--- config.mk ---
export PLATFORM = sky130hd
export DESIGN_NAME = skip_seq_counter
export DESIGN_NICKNAME = d
export VERILOG_FILES = /design/src/rtl/skip_cnt_pkg.sv /design/src/rtl/skip_cnt_cell.sv /design/src/rtl/skip_cnt_decode.sv /design/src/rtl/skip_seq_counter.sv
export SDC_FILE = /design/constraint.sdc
export NUM_CORES = 1
export LEC_CHECK = 0
export ABC_AREA = 1
export CORE_AREA = 2 2 40 42
export CTS_CLUSTER_SIZE = 24
export DETAILED_ROUTE_END_ITERATION = 8
export DIE_AREA = 0 0 42 44
export PLACE_DENSITY = 0.76
export SYNTH_ARGS = -nofsm -noshare
export SYNTH_HDL_FRONTEND = slang
export SYNTH_SLANG_ARGS = --single-unit
--- constraint.sdc ---
create_clock -name clk -period 2.9 [get_ports clk]
set_input_delay 0.435 -clock clk [delete_from_list [all_inputs] [get_ports clk]]
set_output_delay 0.435 -clock clk [all_outputs]
set_load 0.05 [all_outputs]
--- src/rtl/skip_cnt_pkg.sv ---
package skip_cnt_pkg;
  typedef enum logic [1:0] {
    ACT_HOLD  = 2'd0,
    ACT_STEP  = 2'd1,
    ACT_LOAD  = 2'd2,
    ACT_CLEAR = 2'd3
  } step_act_e;
endpackage

--- src/rtl/skip_cnt_cell.sv ---
module skip_cnt_cell #(
  parameter int W = 4
) (
  input  logic         clk,
  input  logic         clr,
  input  logic         ld,
  input  logic         en_p,
  input  logic         en_t,
  input  logic [W-1:0] din,
  output logic [W-1:0] q,
  output logic         carry
);
  // clear wins over load, and load wins over counting
  always_ff @(posedge clk) begin
    if (clr)                q <= '0;
    else if (ld)            q <= din;
    else if (en_p && en_t)  q <= q + W'(1);
  end

  assign carry = en_t && (&q);
endmodule

--- src/rtl/skip_cnt_decode.sv ---
module skip_cnt_decode
  import skip_cnt_pkg::*;
#(
  parameter int TOT_W      = 8,
  parameter int SKIP_VAL   = 13,
  parameter int LAST_SHORT = 32,
  parameter int LAST_LONG  = 63
) (
  input  logic             rst,
  input  logic             en,
  input  logic             mode_long,
  input  logic [TOT_W-1:0] cur,
  output step_act_e        act,
  output logic [TOT_W-1:0] load_val
);
  localparam logic [TOT_W-1:0] PRE_SKIP = TOT_W'(SKIP_VAL - 1);
  localparam logic [TOT_W-1:0] POST_SKIP = TOT_W'(SKIP_VAL + 1);

  logic [TOT_W-1:0] last_val;

  always_comb begin
    last_val = mode_long ? TOT_W'(LAST_LONG) : TOT_W'(LAST_SHORT);
    load_val = POST_SKIP;
    if (rst)                   act = ACT_CLEAR;
    else if (!en)              act = ACT_HOLD;
    else if (cur >= last_val)  act = ACT_CLEAR;
    else if (cur == PRE_SKIP)  act = ACT_LOAD;
    else                       act = ACT_STEP;
  end
endmodule

--- src/rtl/skip_seq_counter.sv ---
module skip_seq_counter
  import skip_cnt_pkg::*;
#(
  parameter int CELL_W     = 4,
  parameter int N_CELLS    = 2,
  parameter int OUT_W      = 6,
  parameter int SKIP_VAL   = 13,
  parameter int LAST_SHORT = 32,
  parameter int LAST_LONG  = 63
) (
  input  logic             clk,
  input  logic             rst,
  input  logic             en,
  input  logic             mode_long,
  output logic [OUT_W-1:0] count
);
  localparam int TOT_W = CELL_W * N_CELLS;

  logic [TOT_W-1:0] cur;
  logic [TOT_W-1:0] load_val;
  logic [N_CELLS:0] chain;
  step_act_e        act;
  logic             clr_all, ld_all, cnt_en;

  skip_cnt_decode #(
    .TOT_W(TOT_W), .SKIP_VAL(SKIP_VAL),
    .LAST_SHORT(LAST_SHORT), .LAST_LONG(LAST_LONG)
  ) u_dec (
    .rst(rst), .en(en), .mode_long(mode_long), .cur(cur),
    .act(act), .load_val(load_val)
  );

  assign clr_all  = (act == ACT_CLEAR);
  assign ld_all   = (act == ACT_LOAD);
  assign cnt_en   = (act == ACT_STEP);
  assign chain[0] = cnt_en;

  for (genvar i = 0; i < N_CELLS; i++) begin : g_cell
    skip_cnt_cell #(.W(CELL_W)) u_cell (
      .clk  (clk),
      .clr  (clr_all),
      .ld   (ld_all),
      .en_p (cnt_en),
      .en_t (chain[i]),
      .din  (load_val[i*CELL_W +: CELL_W]),
      .q    (cur[i*CELL_W +: CELL_W]),
      .carry(chain[i+1])
    );
  end

  assign count = cur[OUT_W-1:0];
endmodule

; ---- Word level (Yosys, flattened, before mapping)
; Index checks and enable logic that the tools add are counted.
[op_classes]
n_addsub = 2
n_lt_le_gt_ge = 1
n_eq_ne = 4
mux = 7
reduce_logical = 5
[ops]
columns = cell, n
row1 = 4-bit by 1-bit adder with 4-bit output (second input constant), 2
row2 = 8-bit by 4-bit equality test with 1-bit output (second input constant), 1
row3 = 8-bit greater-or-equal comparator, 1
row4 = 2-bit 2-to-1 mux, 4
row5 = 4-bit 2-to-1 mux, 2
row6 = 5-bit 2-to-1 mux, 1
row7 = 2-bit equality test (second input constant), 2
row8 = 4-bit AND reduction, 1
row9 = 2-bit by 1-bit equality test with 1-bit output (second input constant), 1
row10 = 1-bit logical AND, 2
row11 = 2-bit nonzero test, 1
row12 = 2-bit OR reduction, 1
[totals]
register_bits = 8
input_bits = 4
out_inout_bits = 6
word_cells = 22

; ---- Longest topological paths before layout
; Gate-level depths: netlist of run 1.
[logic_depth]
depth_word = 8
ltp_mapped = 17
ltp_nobuf = 17

; ---- Hierarchy
; From an unflattened synthesis of run 1, not the netlist that was laid out.
[unflattened]
hier_cells = 130
hier_area_um2 = 777.0
[by_module_without_submodules]
columns = mod, n_inst, cells_per_inst, area_each_um2, seq_area_each_um2
row1 = skip_cnt_cell, 2, 39, 246.5, 80.1
row2 = skip_cnt_decode, 1, 46, 261.5, 0.0
row3 = skip_seq_counter, 1, 6, 22.5, 0.0

; ---- Worst setup path after synthesis of run 1
; No wires, ideal clock.
[synth_path]
path_type = input to register
start = input port mode_long
end = register g_cell[0].u_cell.q[2]
setup_ns = 0.095
arrival_ns = 1.974
required_time_ns = 2.805
setup_slack_ns = 0.831
stages = 12
path_buffers = 0
path_cell_list = inv_1 ha_1 nand2_1 nor2_2 a21oi_2 nand3_1 nand2_1 nand2_1 ha_1 inv_1 nor2_1 a221oi_1
[synth_via]
elab_chain_len = 7
elab_cells_between_ends = 10
classes_between = order compare: 1 / eq/ne: 3 / mux: 5 / reduce/logical: 1
[synth_lines]
columns = element, line_no
row1 = start: declaration, skip_seq_counter.sv:14  ; input logic mode_long,
row2 = 5-bit 2-to-1 mux *, skip_cnt_decode.sv:22  ; last_val = mode_long ? TOT_W'(LAST_LONG) : TOT_W'(LAST_SHORT);
row3 = 8-bit greater-or-equal comparator *, skip_cnt_decode.sv:26  ; else if (cur >= last_val) act = ACT_CLEAR;
row4 = 2-bit 2-to-1 mux *, skip_cnt_decode.sv:26
row5 = 2-bit 2-to-1 mux *, skip_cnt_decode.sv:25  ; else if (!en) act = ACT_HOLD;
row6 = 2-bit 2-to-1 mux *, skip_cnt_decode.sv:24  ; if (rst) act = ACT_CLEAR;
row7 = 2-bit equality test / 2-bit by 1-bit equality test with 1-bit output (equally long branches), "skip_seq_counter.sv:34, skip_seq_counter.sv:35"
row8 = 4-bit 2-to-1 mux / 2-bit nonzero test (equally long branches), --
row9 = end signal: assignment, skip_cnt_cell.sv:16  ; else if (ld) q <= din;
row10 = end signal: assignment, skip_cnt_cell.sv:17  ; else if (en_p && en_t) q <= q + W'(1);
row11 = end: declaration, skip_cnt_cell.sv:10  ; output logic [W-1:0] q,
; Mark *: on every way between the ends. The rest lies on a longest branch, timed or not.
; A chain may end at the register's enable or synchronous reset.

; ---- Final worst setup path of run 1
[layout_path]
start = input port mode_long
end = register g_cell[1].u_cell.q[1]
[layout_via]
elab_chain_len = 8
elab_cells_between_ends = 11
classes_between = order compare: 1 / eq/ne: 3 / mux: 4 / reduce/logical: 3
[layout_lines]
columns = element, line_no
row1 = 5-bit 2-to-1 mux *, skip_cnt_decode.sv:22
row2 = 8-bit greater-or-equal comparator *, skip_cnt_decode.sv:26
row3 = 2-bit 2-to-1 mux *, skip_cnt_decode.sv:26
row4 = 2-bit 2-to-1 mux *, skip_cnt_decode.sv:25
row5 = 2-bit 2-to-1 mux *, skip_cnt_decode.sv:24
row6 = 2-bit by 1-bit equality test with 1-bit output, skip_seq_counter.sv:35  ; assign cnt_en = (act == ACT_STEP);
row7 = 1-bit logical AND, skip_cnt_cell.sv:20  ; assign carry = en_t && (&q);
row8 = 1-bit logical AND, skip_cnt_cell.sv:17
row9 = end signal: assignment, skip_cnt_cell.sv:16
row10 = end signal: assignment, skip_cnt_cell.sv:17
row11 = end: declaration, skip_cnt_cell.sv:10
; Marks and branches as above.

==> results, run 1 <==
- The register with the most flip-flops in the layout has 8 of them.
- The maximum clock frequency is 402 MHz.
- The average cell area after synthesis is around 7.2 um2.
- The number of buffers added on ports is 9.
- The class of the most critical setup path is input pin to register.
- The share of cells above drive strength 1 is 18.7%.
- The share of the Yosys chip area taken by registers is a little over a fifth.
- The total routing resource utilization after global routing is 17.0%.
- Detailed placement ended at an HPWL of 1070 um.
- The number of clock buffers added by TritonCTS is 3.
- The number of DRC violations after detailed routing is 0.
- The most used routing layer in global routing is met2.
- The total standard cell area after synthesis is between 700 and 800 um2.
- The post-synthesis xor/xnor area fraction is 0%.
- The core region is 1420 um2.
- Internal power comes to 0.204 mW.
- The number of distinct library cells after synthesis is 24.
- In the final timing run, aggregate negative setup slack is 0 ns.
- STA puts the critical path data arrival time at 2.67 ns.
- Global routing consumed, on the met1 layer, 20.2% of the routing resources.
- The via count is 634.
- The cell at the root of the clock tree is sky130_fd_sc_hd__clkbuf_4.
- The minimum period implied by the final worst setup slack is 2.49 ns.
- Measured along the y axis, the die boundary spans between 40 and 50 um.
- The total setup violations reported at the end of the flow is 0.
- The count of inserted antenna diode cells is 0.
- The final layout contains ~130 nets.
- The first-pass iteration count of the detailed router is 4.
- The largest net degree at the start of global routing is 6.
- Leaving out filler cells and counting taps, the final layout contains ~120.
- Counting flops and latches in the post-synthesis netlist gives 8.
- The portion of synthesized area spent on multiplexers is 0%.
- The largest family of logic cells by synthesized area is simple AND/OR/NAND/NOR gates.
- The count of clock tree sinks is 8.
- The number of max-cap violations is 0.
- Once placement completed, the tool counted placed cells totaling 120.
- Of the total power, the share spent switching nets is about 37%.
- The total congestion overflow after global routing is 0.
- For this run, the number of Yosys warnings is 0.
- The number of placement rows is 14.
- The run finished with clean final reports.
- The hold violation total from the final report is 0.
- The post-synthesis simple-gate area fraction is approximately 28%.
- The final RePlAce weighted congestion is 0.892.
- The number of global-route vias before repair is between 500 and 600.
- g_cell.u_cell.q holds more flip-flops than any other register.
- In this run, the number of DRC markers left after iteration 0 of detailed routing was 7.
- For this run, global-route usage on met3 was measured as approximately 3.8%.
- For this design the total switching power over the nets is 0.121 mW.
- The fraction of the mapped netlist area in compound gates is 13.9%.
- Total power for the finished layout comes to 0.325 mW.
- The number of gates resized after CTS is 0.
- TritonCTS built the clock tree.
- The combinational group share of total power is about a third.
- Of all nets on the critical path, the largest fanout is 5.
- At the later pin of the worst-skew pair, clock insertion delay measures roughly 0.27 ns.
- The instance count of the mapped netlist is between 100 and 150.
- The count of boundary I/O pins is 10.
- Data on the critical path is required at its endpoint by slightly above 3 ns.
- At the pin with the least slew margin, the transition time is between 0.4 and 0.5 ns.
- The deepest level of the CTS H-tree is 1.
- Setup repair after global routing left no endpoint under its margin.
- The number of max-slew violations in the final report is 0.
- After detailed routing, the number of vias per cell comes to a little over 5.
- In this run the static leakage power is approximately 0.38 nW.
- In this run the tightest slew margin relative to its limit is around two thirds.
- The post-synthesis to final-layout area growth is 12.0%.
- The horizontal die dimension is 42 um.
- After clock tree synthesis, the clock-pin slew on the worst setup and hold paths is approximately 0.06 ns.
- The number of antenna violations at the first check in global routing came to 0.
- The largest registers in the layout are g_cell.u_cell.q x8.
- No sink is reached through more buffers than the 2 on the longest clock path.
- Dividing total power by cell area gives a power density of roughly 400 nW/um2.
- Dividing the detail-routed wire length by the instance count gives between 10 and 15 um.
- The post-CTS setup buffer count is 0.
- The sort of element at the start of the critical path is an input pin.
- The class of the tightest hold or removal check is register to register.
- The count of antenna-violating nets left after detailed routing is 0.
- The initial utilization of the core area, before any placement, comes to roughly half.
- The die covers roughly 1800 um2.
- The worst setup path is captured at a register.
- For this design, the CTS-stage hold fixing added 0 buffers.
- The arithmetic-cell share of the synthesized area counting full adders, half adders and majority gates is between 20% and 30%.
- The first global-routing pass estimated around 2300 um of wire.
- The met2 track demand over resource in global routing is 27.5%.
- The routed wire length is between 1000 and 1500 um.
- The largest voltage drop on the vdd net is approximately 0.18 mV.
- In this run, the clock network consumes between 20% and 30% of the power.
- When the netlist entered floorplanning its net count stood at between 100 and 150.
- After layout, the worst path uses around 86% of the clock period.
- Sequential cells account for 39.5% of the total power.
- Across the routed clock network, the largest skew measured is between 0.004 and 0.005 ns.
[cell families (layout without fill, tap and decap cells)]
| kind of cell | count (synthesis) | count (layout) |
|---|---|---|
| simple gates | 41 | 41 |
| flops | 8 | 8 |
| buf+inv | 24 | 30 |
| fa+ha+maj | 12 | 12 |
| compound gates | 16 | 16 |
[worst max-delay path, stage by stage]
cell,delay (ns)
sky130_fd_sc_hd__clkdlybuf4s50_1,0.48
sky130_fd_sc_hd__inv_1,0.09
sky130_fd_sc_hd__ha_1,0.32
sky130_fd_sc_hd__nand2_1,0.09
sky130_fd_sc_hd__inv_1,0.05
sky130_fd_sc_hd__nand2_1,0.06
sky130_fd_sc_hd__nand2_1,0.05
sky130_fd_sc_hd__nand2_1,0.07
sky130_fd_sc_hd__nand3_1,0.10
sky130_fd_sc_hd__nand2_1,0.07
sky130_fd_sc_hd__nand2_1,0.07
sky130_fd_sc_hd__ha_1,0.24
sky130_fd_sc_hd__or2_1,0.31
sky130_fd_sc_hd__a211oi_1,0.23
[power groups by stage]
stage               sequential, mW  clock, mW  combinational (mW)
floorplan                    0.127          0              0.0868
global placement             0.130          0               0.104
detailed placement           0.130          0               0.107
CTS                          0.128     0.0926               0.107
global route                 0.129     0.0987               0.119
finish                       0.128     0.0910               0.106
[placed cells by master, fill, tap and decap left out, types with 3 or more instances in the layout]
cell type and n:
sky130_fd_sc_hd__a21oi_1 7, sky130_fd_sc_hd__clkbuf_4 3, sky130_fd_sc_hd__clkdlybuf4s50_1 9, sky130_fd_sc_hd__dfxtp_1 8, sky130_fd_sc_hd__ha_1 12, sky130_fd_sc_hd__inv_1 12
sky130_fd_sc_hd__inv_2 5, sky130_fd_sc_hd__nand2_1 23, sky130_fd_sc_hd__nor2_1 4, sky130_fd_sc_hd__nor3_2 3
[metrics by stage]
step | instance area (um2) | utilization (%) | setup slack, ns | hold slack, ns
floorplan | 729 | - | 0.831 | 0.481
global placement | 795 | 56.0 | 0.178 | 0.501
detailed placement | 795 | 56.0 | 0.112 | 0.511
CTS | 817 | 57.6 | 0.388 | 0.527
global route | 817 | 57.6 | 0.138 | 0.551
finish | 817 | 57.6 | 0.413 | 0.522
[final cells by class]
cell class,count,area [um2]
sequential,8,160
multi-input combinational,69,455
timing repair buffer,9,90.1
fill,136,602
inverter,18,68.8
tap,16,20.0
clock buffer,3,22.5
[cell usage after synthesis, drive strengths merged]
cell / count / area share [%]
a221oi: 2 / 2.4
inv: 17 / 8.7
nor2: 6 / 3.8
ha: 12 / 21
nor3: 5 / 5.5
o21ai: 2 / 1.4
o21bai: 1 / 1.0
buf: 6 / 6.2
clkinv: 1 / 0.69
dfxtp: 8 / 22
or2: 1 / 0.86
a211oi: 1 / 1.0
a31oi: 1 / 0.86
nand2: 26 / 15
nand3: 3 / 2.7
a21oi: 9 / 7.2
[final timing paths]
path                                                    startpoint  slack (ns)  cells after the start                                  to
worst max-delay path                                     mode_long        0.41                     14  g_cell[1].u_cell.q[1]$_SDFFE_PP0P_
worst min-delay path            g_cell[0].u_cell.q[0]$_SDFFE_PP0P_        0.52                      2  g_cell[0].u_cell.q[0]$_SDFFE_PP0P_
worst max register to register  g_cell[0].u_cell.q[0]$_SDFFE_PP0P_        0.73                     11  g_cell[1].u_cell.q[1]$_SDFFE_PP0P_
worst min register to register  g_cell[0].u_cell.q[0]$_SDFFE_PP0P_        0.52                      2  g_cell[0].u_cell.q[0]$_SDFFE_PP0P_
[layer usage]
metal | share of wire [%] | wire, um
met3 | 3.7 | 49
met4 | 3.4 | 45
met2 | 47 | 633
met5 | 0 | 0
met1 | 46 | 611
Power figures use the tool's default switching activity.
==> inputs of run 2 (changes only) <==
--- a/config.mk
+++ b/config.mk
@@ -5,11 +5,11 @@
 export SDC_FILE = /design/constraint.sdc
 export NUM_CORES = 1
 export LEC_CHECK = 0
-export ABC_AREA = 1
-export CORE_AREA = 2 2 40 42
+export CORE_AREA = 2 2 39 41
+export CTS_CLUSTER_DIAMETER = 40
 export CTS_CLUSTER_SIZE = 24
 export DETAILED_ROUTE_END_ITERATION = 8
-export DIE_AREA = 0 0 42 44
+export DIE_AREA = 0 0 41 43
 export PLACE_DENSITY = 0.76
 export SYNTH_ARGS = -nofsm -noshare
 export SYNTH_HDL_FRONTEND = slang
==> results, run 2 <==
- The net count of the mapped netlist is 94 (-20%).
- The capturing point of the worst reg2reg path is g_cell[1].u_cell.q[3]$_SDFFE_PP0P_.
- The number of DRC violations after detailed-routing iteration 0 is 16 (+9).
- The area of the core region is 1380 um2 (-2.5%).
- The count of boundary I/O pins is 10 (unchanged).
- The sort of element at the start of the critical path is an input pin.
- The library cells used most frequently in the layout, excluding fill and tap cells, are sky130_fd_sc_hd__ha_1, sky130_fd_sc_hd__clkdlybuf4s50_1, sky130_fd_sc_hd__dfxtp_1.
- The average via count per standard cell is 5.79 (+12%).
- The number of max-cap violations is 0 (unchanged).
- The minimum period implied by the final worst setup slack is 2.76 ns (+0.269 ns).
- The area of the die is 1760 um2 (-4.6%).
- The TritonCTS clock tree is yes.
- In the synthesized netlist, the cells that appear most often are sky130_fd_sc_hd__ha_1, sky130_fd_sc_hd__dfxtp_1, sky130_fd_sc_hd__buf_4, sky130_fd_sc_hd__inv_1, sky130_fd_sc_hd__nor3_1.
- The share of cells above drive strength 1 is 17.4% (-1.2 points).
- The net count reported at finish is 104 (-17%).
- The worst setup path is of the input pin to register kind.
- The number of buffers added on ports is 9 (unchanged).
- The final RePlAce weighted congestion was 0.746 (-16%).
- The cell area after layout is 822 um2 (+0.61%).
- The largest voltage drop on the vdd net is 0.276 mV (+50%).
- The cell with the most instances after synthesis is sky130_fd_sc_hd__ha_1.
- The maximum clock frequency is 363 MHz (-9.8%).
- The clock latency on the worst-skew pair came to 0.25 ns (-0.02 ns).
- The aggregate negative setup slack is 0 ns (unchanged).
- The total power density per cell area is 458 nW/um2 (+15%).
- The final core area utilization is 59.4% (+1.8 points).
- The hold violation total from the final report is 0 (unchanged).
- The logic depth of the worst register-to-register path was 11 (unchanged).
- The worst path arrival time was 2.89 ns (+0.22 ns).
- The number of buffers created by CTS is 3 (unchanged).
- The total routing resource utilization after global routing was 19.6% (+2.6 points).
- The number of DRC violations after detailed routing is 0 (unchanged).
- The flip-flop count of the largest register, all copies and words added is 8 (unchanged).
- The global-route wire length before repair was 2300 um (+0.61%).
- Ranked by total cell area, the synthesized netlist is headed by sky130_fd_sc_hd__dfxtp_1, sky130_fd_sc_hd__ha_1, sky130_fd_sc_hd__buf_4, sky130_fd_sc_hd__o311ai_4, sky130_fd_sc_hd__nor3_1.
- The worst slack on hold paths is 0.549 ns (+0.0268 ns).
- The fraction of registers with async set or reset after synthesis was 0% (unchanged).
- The maximum net fanout on the critical path is 4 (-1).
- The run finished with clean final reports.
- STA classifies the critical path endpoint as a register.
- The number of max-slew violations in the final report is 0 (unchanged).
- The first-pass iteration count of the detailed router is 4 (unchanged).
- The capture endpoint of the worst hold path is g_cell[0].u_cell.q[3]$_SDFFE_PN0P_.
- The number of distinct library cells after synthesis is 25 (+4.2%).
- Leaving out fill and tap cells, the most frequent cell in the layout is sky130_fd_sc_hd__ha_1.
- The number of antenna violations at the first check in global routing is 0 (unchanged).
- The proportion of netlist area held by the largest area contributor was 23.5% (+1.5 points).
- The number of placement rows is 14 (unchanged).
- The register area share after synthesis is 23.5% (+1.5 points).
- Setup repair after global routing left no endpoint under its margin.
- The count of antenna-violating nets left after detailed routing is 0 (unchanged).
- The count of inserted antenna diode cells is 0 (unchanged).
- The instance count of the mapped netlist was 78 (-23%).
- The required arrival time at the worst endpoint was 3.04 ns (-0.05 ns).
- The largest registers in the layout are g_cell.u_cell.q x8.
- The number of flip-flops and latches in the synthesized netlist is 8 (unchanged).
- The HPWL after detailed placement is 1020 um (-4.3%).
- The deepest level of the CTS H-tree is 1 (unchanged).
- The number of cells traversed by the worst hold path is 2 (unchanged).
- The starting utilization of the core area is 49.3% (-2.1 points).
- The filler cell count was 131 (-3.7%).
- The placed standard-cell area is 769 um2 (-3.1%).
- Counting flops per register, the top entry is g_cell.u_cell.q.
- The vertical extent of the die is 43 um (-2.3%).
- The via count is 591 (-6.8%).
- The fraction of the cycle the final worst path needs is 95.1% (+9.3 points).
- Relative to the synthesized area, the layout overhead comes to 20.6%.
- The startpoint of the most critical hold path is g_cell[0].u_cell.q[3]$_SDFFE_PN0P_.
- The relative max-transition margin is 66.6% (-0.65 points).
- The flop-to-flop setup slack is 0.45 ns (-0.28 ns).
- The total congestion overflow after global routing is 0 (unchanged).
- The largest total area in the synthesized netlist belongs to sky130_fd_sc_hd__dfxtp_1.
- The count of clock tree sinks is 8 (unchanged).
- The average cell area after synthesis is 8.74 um2 (+21%).
- The routed length per placed instance came to 14.3 um (+31%).
- The transition time at the pin with the least slew margin came to 0.500 ns (+0.00965 ns).
- The worst clock skew is 0.000407 ns (-0.00421 ns).
- The clock-pin slew reported for the worst setup and hold paths after clock tree synthesis is 0.05 ns (about the same).
- The total standard cell area after synthesis is 682 um2 (-6.5%).
- The horizontal die dimension is 41 um (-2.4%).
- In this run the critical register-to-register path is launched from g_cell[0].u_cell.q[0]$_SDFFE_PP0P_.
- The most frequently used flop master after synthesis is sky130_fd_sc_hd__dfxtp_1.
- The routed wire length is 1460 um (+9.0%).
- The total of warnings raised by yosys is 0 (unchanged).
- The leakage power is 0.341 nW (-11%).
- The tree is rooted in a sky130_fd_sc_hd__clkbuf_4.
- The number of global-route vias before repair is 564 (-0.18%).
- The class of the tightest hold or removal check is register to register.
- The total setup violations reported at the end of the flow is 0 (unchanged).
- The largest net degree at the start of global routing is 9 (+3).
- The number of buffers on the longest clock path is 2 (unchanged).
- The number of enable flip-flop cells after synthesis was 0 (unchanged).
[run 2: through the flow]
| stage | total power [mW] | std cells | setup WS, ns |
|---|---|---|---|
| final | 0.376 | 102 | 0.144 |
| after floorplan | 0.251 | 78 | 0.289 |
| after global routing | 0.408 | 102 | 0.00234 |
| after CTS | 0.371 | 102 | 0.0420 |
| after detailed placement | 0.284 | 99 | -0.216 |
| after global placement | 0.280 | 99 | -0.114 |
[run 2: how the worst max path moves through the flow]
stage,startpoint,to,slack (ns),cells after the start
3_3_place_gp,mode_long,g_cell[1].u_cell.q[1]$_SDFFE_PP0P_,-0.11,12
5_1_grt,mode_long,g_cell[1].u_cell.q[3]$_SDFFE_PP0P_,0.002,12
2_1_floorplan,mode_long,g_cell[1].u_cell.q[3]$_SDFFE_PP0P_,0.29,12
6_report,mode_long,g_cell[1].u_cell.q[3]$_SDFFE_PP0P_,0.14,12
3_5_place_dp,mode_long,g_cell[1].u_cell.q[3]$_SDFFE_PP0P_,-0.22,12
4_1_cts,mode_long,g_cell[1].u_cell.q[3]$_SDFFE_PP0P_,0.04,12
[run 2: logic make-up after synthesis]
group	count (synthesis)	synth area share [%]
buffers and inverters	15	12.1
AND/OR/NAND/NOR	22	17.4
XOR/XNOR	4	5.14
AO/OA/AOI/OAI	17	19.8
adder cells (fa/ha/maj)	12	22.0
flip-flops	8	23.5
[run 2: report_power, final]
group          switching [mW]  internal, mW
Combinational          0.0875        0.0631
Clock                  0.0381        0.0474
Sequential             0.0195         0.121
Total                   0.145         0.231
[run 2: layer usage]
metal  vias to the layer above  global-route usage, %  share of wire (%)
met4                         0                   6.00                1.1
li1                        290                      -                  -
met3                         4                   9.42                6.0
met2                        21                   30.3                 50
met1                       276                   22.8                 42
met5                         -                      0                  0
[run 2: area by class of cell]
type	instances	area, um2	area share, %
Multi-Input combinational cell	55	469	57.1
Tap cell	16	20.0	2.44
Timing Repair Buffer	14	128	15.5
Clock buffer	3	22.5	2.74
Sequential cell	8	160	19.5
Inverter	6	22.5	2.74
[run 2: what timing repair did]
item,CTS,global route
buffers inserted,0,0
hold buffers,0,0
gates resized for setup,0,6
setup endpoints to repair,0,6
[run 2: critical path, stage by stage]
cell	delay (ns)
sky130_fd_sc_hd__clkdlybuf4s50_1	0.50
sky130_fd_sc_hd__inv_2	0.07
sky130_fd_sc_hd__buf_4	0.14
sky130_fd_sc_hd__ha_1	0.30
sky130_fd_sc_hd__nor2b_1	0.16
sky130_fd_sc_hd__o311ai_4	0.31
sky130_fd_sc_hd__a31o_1	0.20
sky130_fd_sc_hd__ha_2	0.18
sky130_fd_sc_hd__and4_4	0.25
sky130_fd_sc_hd__nand4_1	0.11
sky130_fd_sc_hd__xor2_1	0.19
sky130_fd_sc_hd__nor3_2	0.05
==> inputs of run 3 (changes only) <==
--- a/config.mk
+++ b/config.mk
@@ -10,7 +10,7 @@
 export CTS_CLUSTER_SIZE = 24
 export DETAILED_ROUTE_END_ITERATION = 8
 export DIE_AREA = 0 0 41 43
-export PLACE_DENSITY = 0.76
+export PLACE_DENSITY_LB_ADDON = 0.25
 export SYNTH_ARGS = -nofsm -noshare
 export SYNTH_HDL_FRONTEND = slang
 export SYNTH_SLANG_ARGS = --single-unit
==> results, run 3 (same netlist as run 2, synthesis figures left out) <==
- The flow ran to the end, and the final reports show no timing, DRC or antenna violations.
- The largest voltage drop on the vdd net is 0.309 mV (+12%).
- The final RePlAce weighted congestion was 0.701 (-6.1%).
- The area of the die is 1760 um2 (unchanged).
- The TritonCTS clock tree is yes.
- The routed wire length is 1340 um (-8.6%).
- The net count reported at finish came to 105 (+0.96%).
- The global routing usage on met1 is 21.5% (-1.3 points).
- The worst clock skew is 0.00599 ns (+0.00558 ns).
- The startpoint of the most critical hold path is g_cell[0].u_cell.q[3]$_SDFFE_PN0P_.
- The count of boundary I/O pins was 10 (unchanged).
- The number of max-slew violations in the final report came to 0 (unchanged).
- The most flop-heavy register is g_cell.u_cell.q.
- The aggregate negative setup slack is 0 ns (unchanged).
- The fraction of the cycle the final worst path needs is 96.8% (+1.8 points).
- The total power is 0.373 mW (-0.94%).
- In the layout the commonest cells are sky130_fd_sc_hd__ha_1, sky130_fd_sc_hd__clkdlybuf4s50_1, sky130_fd_sc_hd__dfxtp_1.
- The hold violation total from the final report is 0 (unchanged).
- The pre-CTS setup slack is -0.218 ns (-0.00259 ns).
- The deepest level of the CTS H-tree was 1 (unchanged).
- The critical path's slowest cell is sky130_fd_sc_hd__clkdlybuf4s50_1.
- In this run the worst setup path terminates at g_cell[1].u_cell.q[3]$_SDFFE_PP0P_.
- The count of inserted antenna diode cells is 0 (unchanged).
- The vertical extent of the die came to 43 um (unchanged).
- The number of buffers added on ports came to 9 (unchanged).
- The area of the core region is 1380 um2 (unchanged).
- The total routing resource utilization after global routing was 18.3% (-1.2 points).
- In the final layout, the registers with the most flip-flops are g_cell.u_cell.q x8.
- The number of antenna violations at the first check in global routing is 0 (unchanged).
- The routed length per placed instance came to 13.0 um (-9.4%).
- The timing startpoint of the critical path is mode_long.
- The flip-flop count of the largest register, all copies and words added is 8 (unchanged).
- The filler cell count was 138 (+5.3%).
- The required arrival time at the worst endpoint came to 3.03 ns (about the same).
- The number of buffers on the longest clock path is 2 (unchanged).
- The maximum clock frequency is 356 MHz (-1.8%).
- The maximum net fanout on the critical path is 5 (+1).
- The number of max-cap violations is 0 (unchanged).
- The average via count per standard cell is 5.49 (-5.3%).
- The capturing point of the worst reg2reg path is g_cell[1].u_cell.q[3]$_SDFFE_PP0P_.
- The total power density per cell area came to 453 nW/um2 (-1.1%).
- The number of DRC violations after detailed routing came to 0 (unchanged).
- The most used routing layer in global routing is met2.
- The total setup violations reported at the end of the flow was 0 (unchanged).
- The transition time at the pin with the least slew margin was 0.518 ns (+0.0175 ns).
- The horizontal die dimension is 41 um (unchanged).
- The capturing element type of the critical path is a register.
- The number of global-route vias before repair was 548 (-2.8%).
- The global-route wire length before repair is 2210 um (-3.9%).
- The worst path arrival time is 2.93 ns (+0.04 ns).
- The via count was 565 (-4.4%).
- The minimum period implied by the final worst setup slack is 2.81 ns (+0.0512 ns).
- The number of DRC violations after detailed-routing iteration 0 is 0 (-16).
- The starting utilization of the core area is 49.3% (unchanged).
- The delay of the slowest cell on the worst path is 0.47 ns (-0.03 ns).
- The clock-pin slew reported for the worst setup and hold paths after clock tree synthesis is 0.06 ns (about the same).
- The total congestion overflow after global routing was 0 (unchanged).
- The source of the worst register-to-register timing path is g_cell[0].u_cell.q[1]$_SDFFE_PN0P_.
- The count of clock tree sinks is 8 (unchanged).
- The clock latency on the worst-skew pair was 0.25 ns (about the same).
- The first-pass iteration count of the detailed router was 1 (-3).
- The HPWL after detailed placement was 1020 um (-0.70%).
- The met2 track demand over resource in global routing is 28.7% (-1.6 points).
- The post-synthesis to final-layout area growth is 20.7%.
- The count of antenna-violating nets left after detailed routing is 0 (unchanged).
- The flop-to-flop setup slack was 0.43 ns (-0.02 ns).
- The number of buffers created by CTS is 3 (unchanged).
- The logic depth of the worst register-to-register path came to 10 (-1).
- The share of cells above drive strength 1 is 18.4% (+0.95 points).
- The critical path goes through clkdlybuf4s50_1, inv_1, ha_1, nor2b_1, o211a_1, o311ai_4, a31o_1, ha_2, and4_4, nand4_1, xor2_1, nor3_2.
- The met3 track demand over resource is 6.28% (-3.1 points).
- The largest net degree at the start of global routing is 9 (unchanged).
- Leaving out fill and tap cells, the most frequent cell in the layout is sky130_fd_sc_hd__ha_1.
- The leakage power is 0.345 nW (+1.4%).
- The relative max-transition margin came to 65.4% (-1.1 points).
- The class of the most critical setup path is input pin to register.
- The final worst-path setup slack is 0.0923 ns (-0.0512 ns).
- The tree is rooted in a sky130_fd_sc_hd__clkbuf_4.
- The worst setup path is launched from an input pin.
- The number of placement rows was 14 (unchanged).
- The class of the tightest hold or removal check is register to register.
## run 3: changes by cell type in the layout (fill, tap and decap cells not counted), sizes merged
cell / before / now
buf: 5 / 6
## run 3: how the worst min path moves through the flow
stage,end,cells after the start
2_1_floorplan,g_cell[0].u_cell.q[3]$_SDFFE_PN0P_,2
3_3_place_gp,g_cell[0].u_cell.q[3]$_SDFFE_PN0P_,2
3_5_place_dp,g_cell[0].u_cell.q[3]$_SDFFE_PN0P_,2
4_1_cts,g_cell[0].u_cell.q[3]$_SDFFE_PN0P_,2
5_1_grt,g_cell[0].u_cell.q[2]$_SDFFE_PN0P_,2
6_report,g_cell[0].u_cell.q[3]$_SDFFE_PN0P_,2
## run 3: layer usage
layer / part of all wire, % / wire, um
met5: 0 / 0
met1: 45 / 599
met4: 0.90 / 12
met3: 4.4 / 59
met2: 50 / 664
## run 3: through the flow
stage / instance area (um2) / hold slack, ns / instances / util (%)
finish: 823 / 0.558 / 103 / 59.5
CTS: 792 / 0.556 / 102 / 57.2
detailed placement: 769 / 0.547 / 99 / 55.6
floorplan: 682 / 0.487 / 78 / -
global route: 823 / 0.593 / 103 / 59.5
global placement: 769 / 0.537 / 99 / 55.6
## run 3: critical path, delay by kind of cell
family,cells,cell delay (ns)
AO/OA/AOI/OAI,3,0.70
XOR/XNOR,1,0.20
adder cells (fa/ha/maj),2,0.49
buffers and inverters,2,0.54
AND/OR/NAND/NOR,4,0.56
## run 3: timing repair
| action | in CTS | in global routing |
|---|---|---|
| endpoints found under the setup margin | 0 | 5 |
| gates resized for setup | 0 | 5 |
| hold endpoints to repair | 0 | 0 |
| hold buffers | 0 | 0 |
| buffers inserted | 0 | 1 |
## run 3: final cells by class
class | instances | area [um2] | area share, %
inverter | 6 | 22.5 | 2.74
sequential | 8 | 160 | 19.5
timing repair buffer | 15 | 135 | 16.4
tap | 16 | 20.0 | 2.43
clock buffer | 3 | 22.5 | 2.74
multi-input combinational | 55 | 463 | 56.2
## run 3: where the power goes
| part | internal (mW) | switching [mW] | total [mW] |
|---|---|---|---|
| registers | 0.121 | 0.0170 | 0.138 |
| clock network | 0.0473 | 0.0376 | 0.0849 |
| logic | 0.0635 | 0.0867 | 0.150 |
| total | 0.232 | 0.141 | 0.373 |
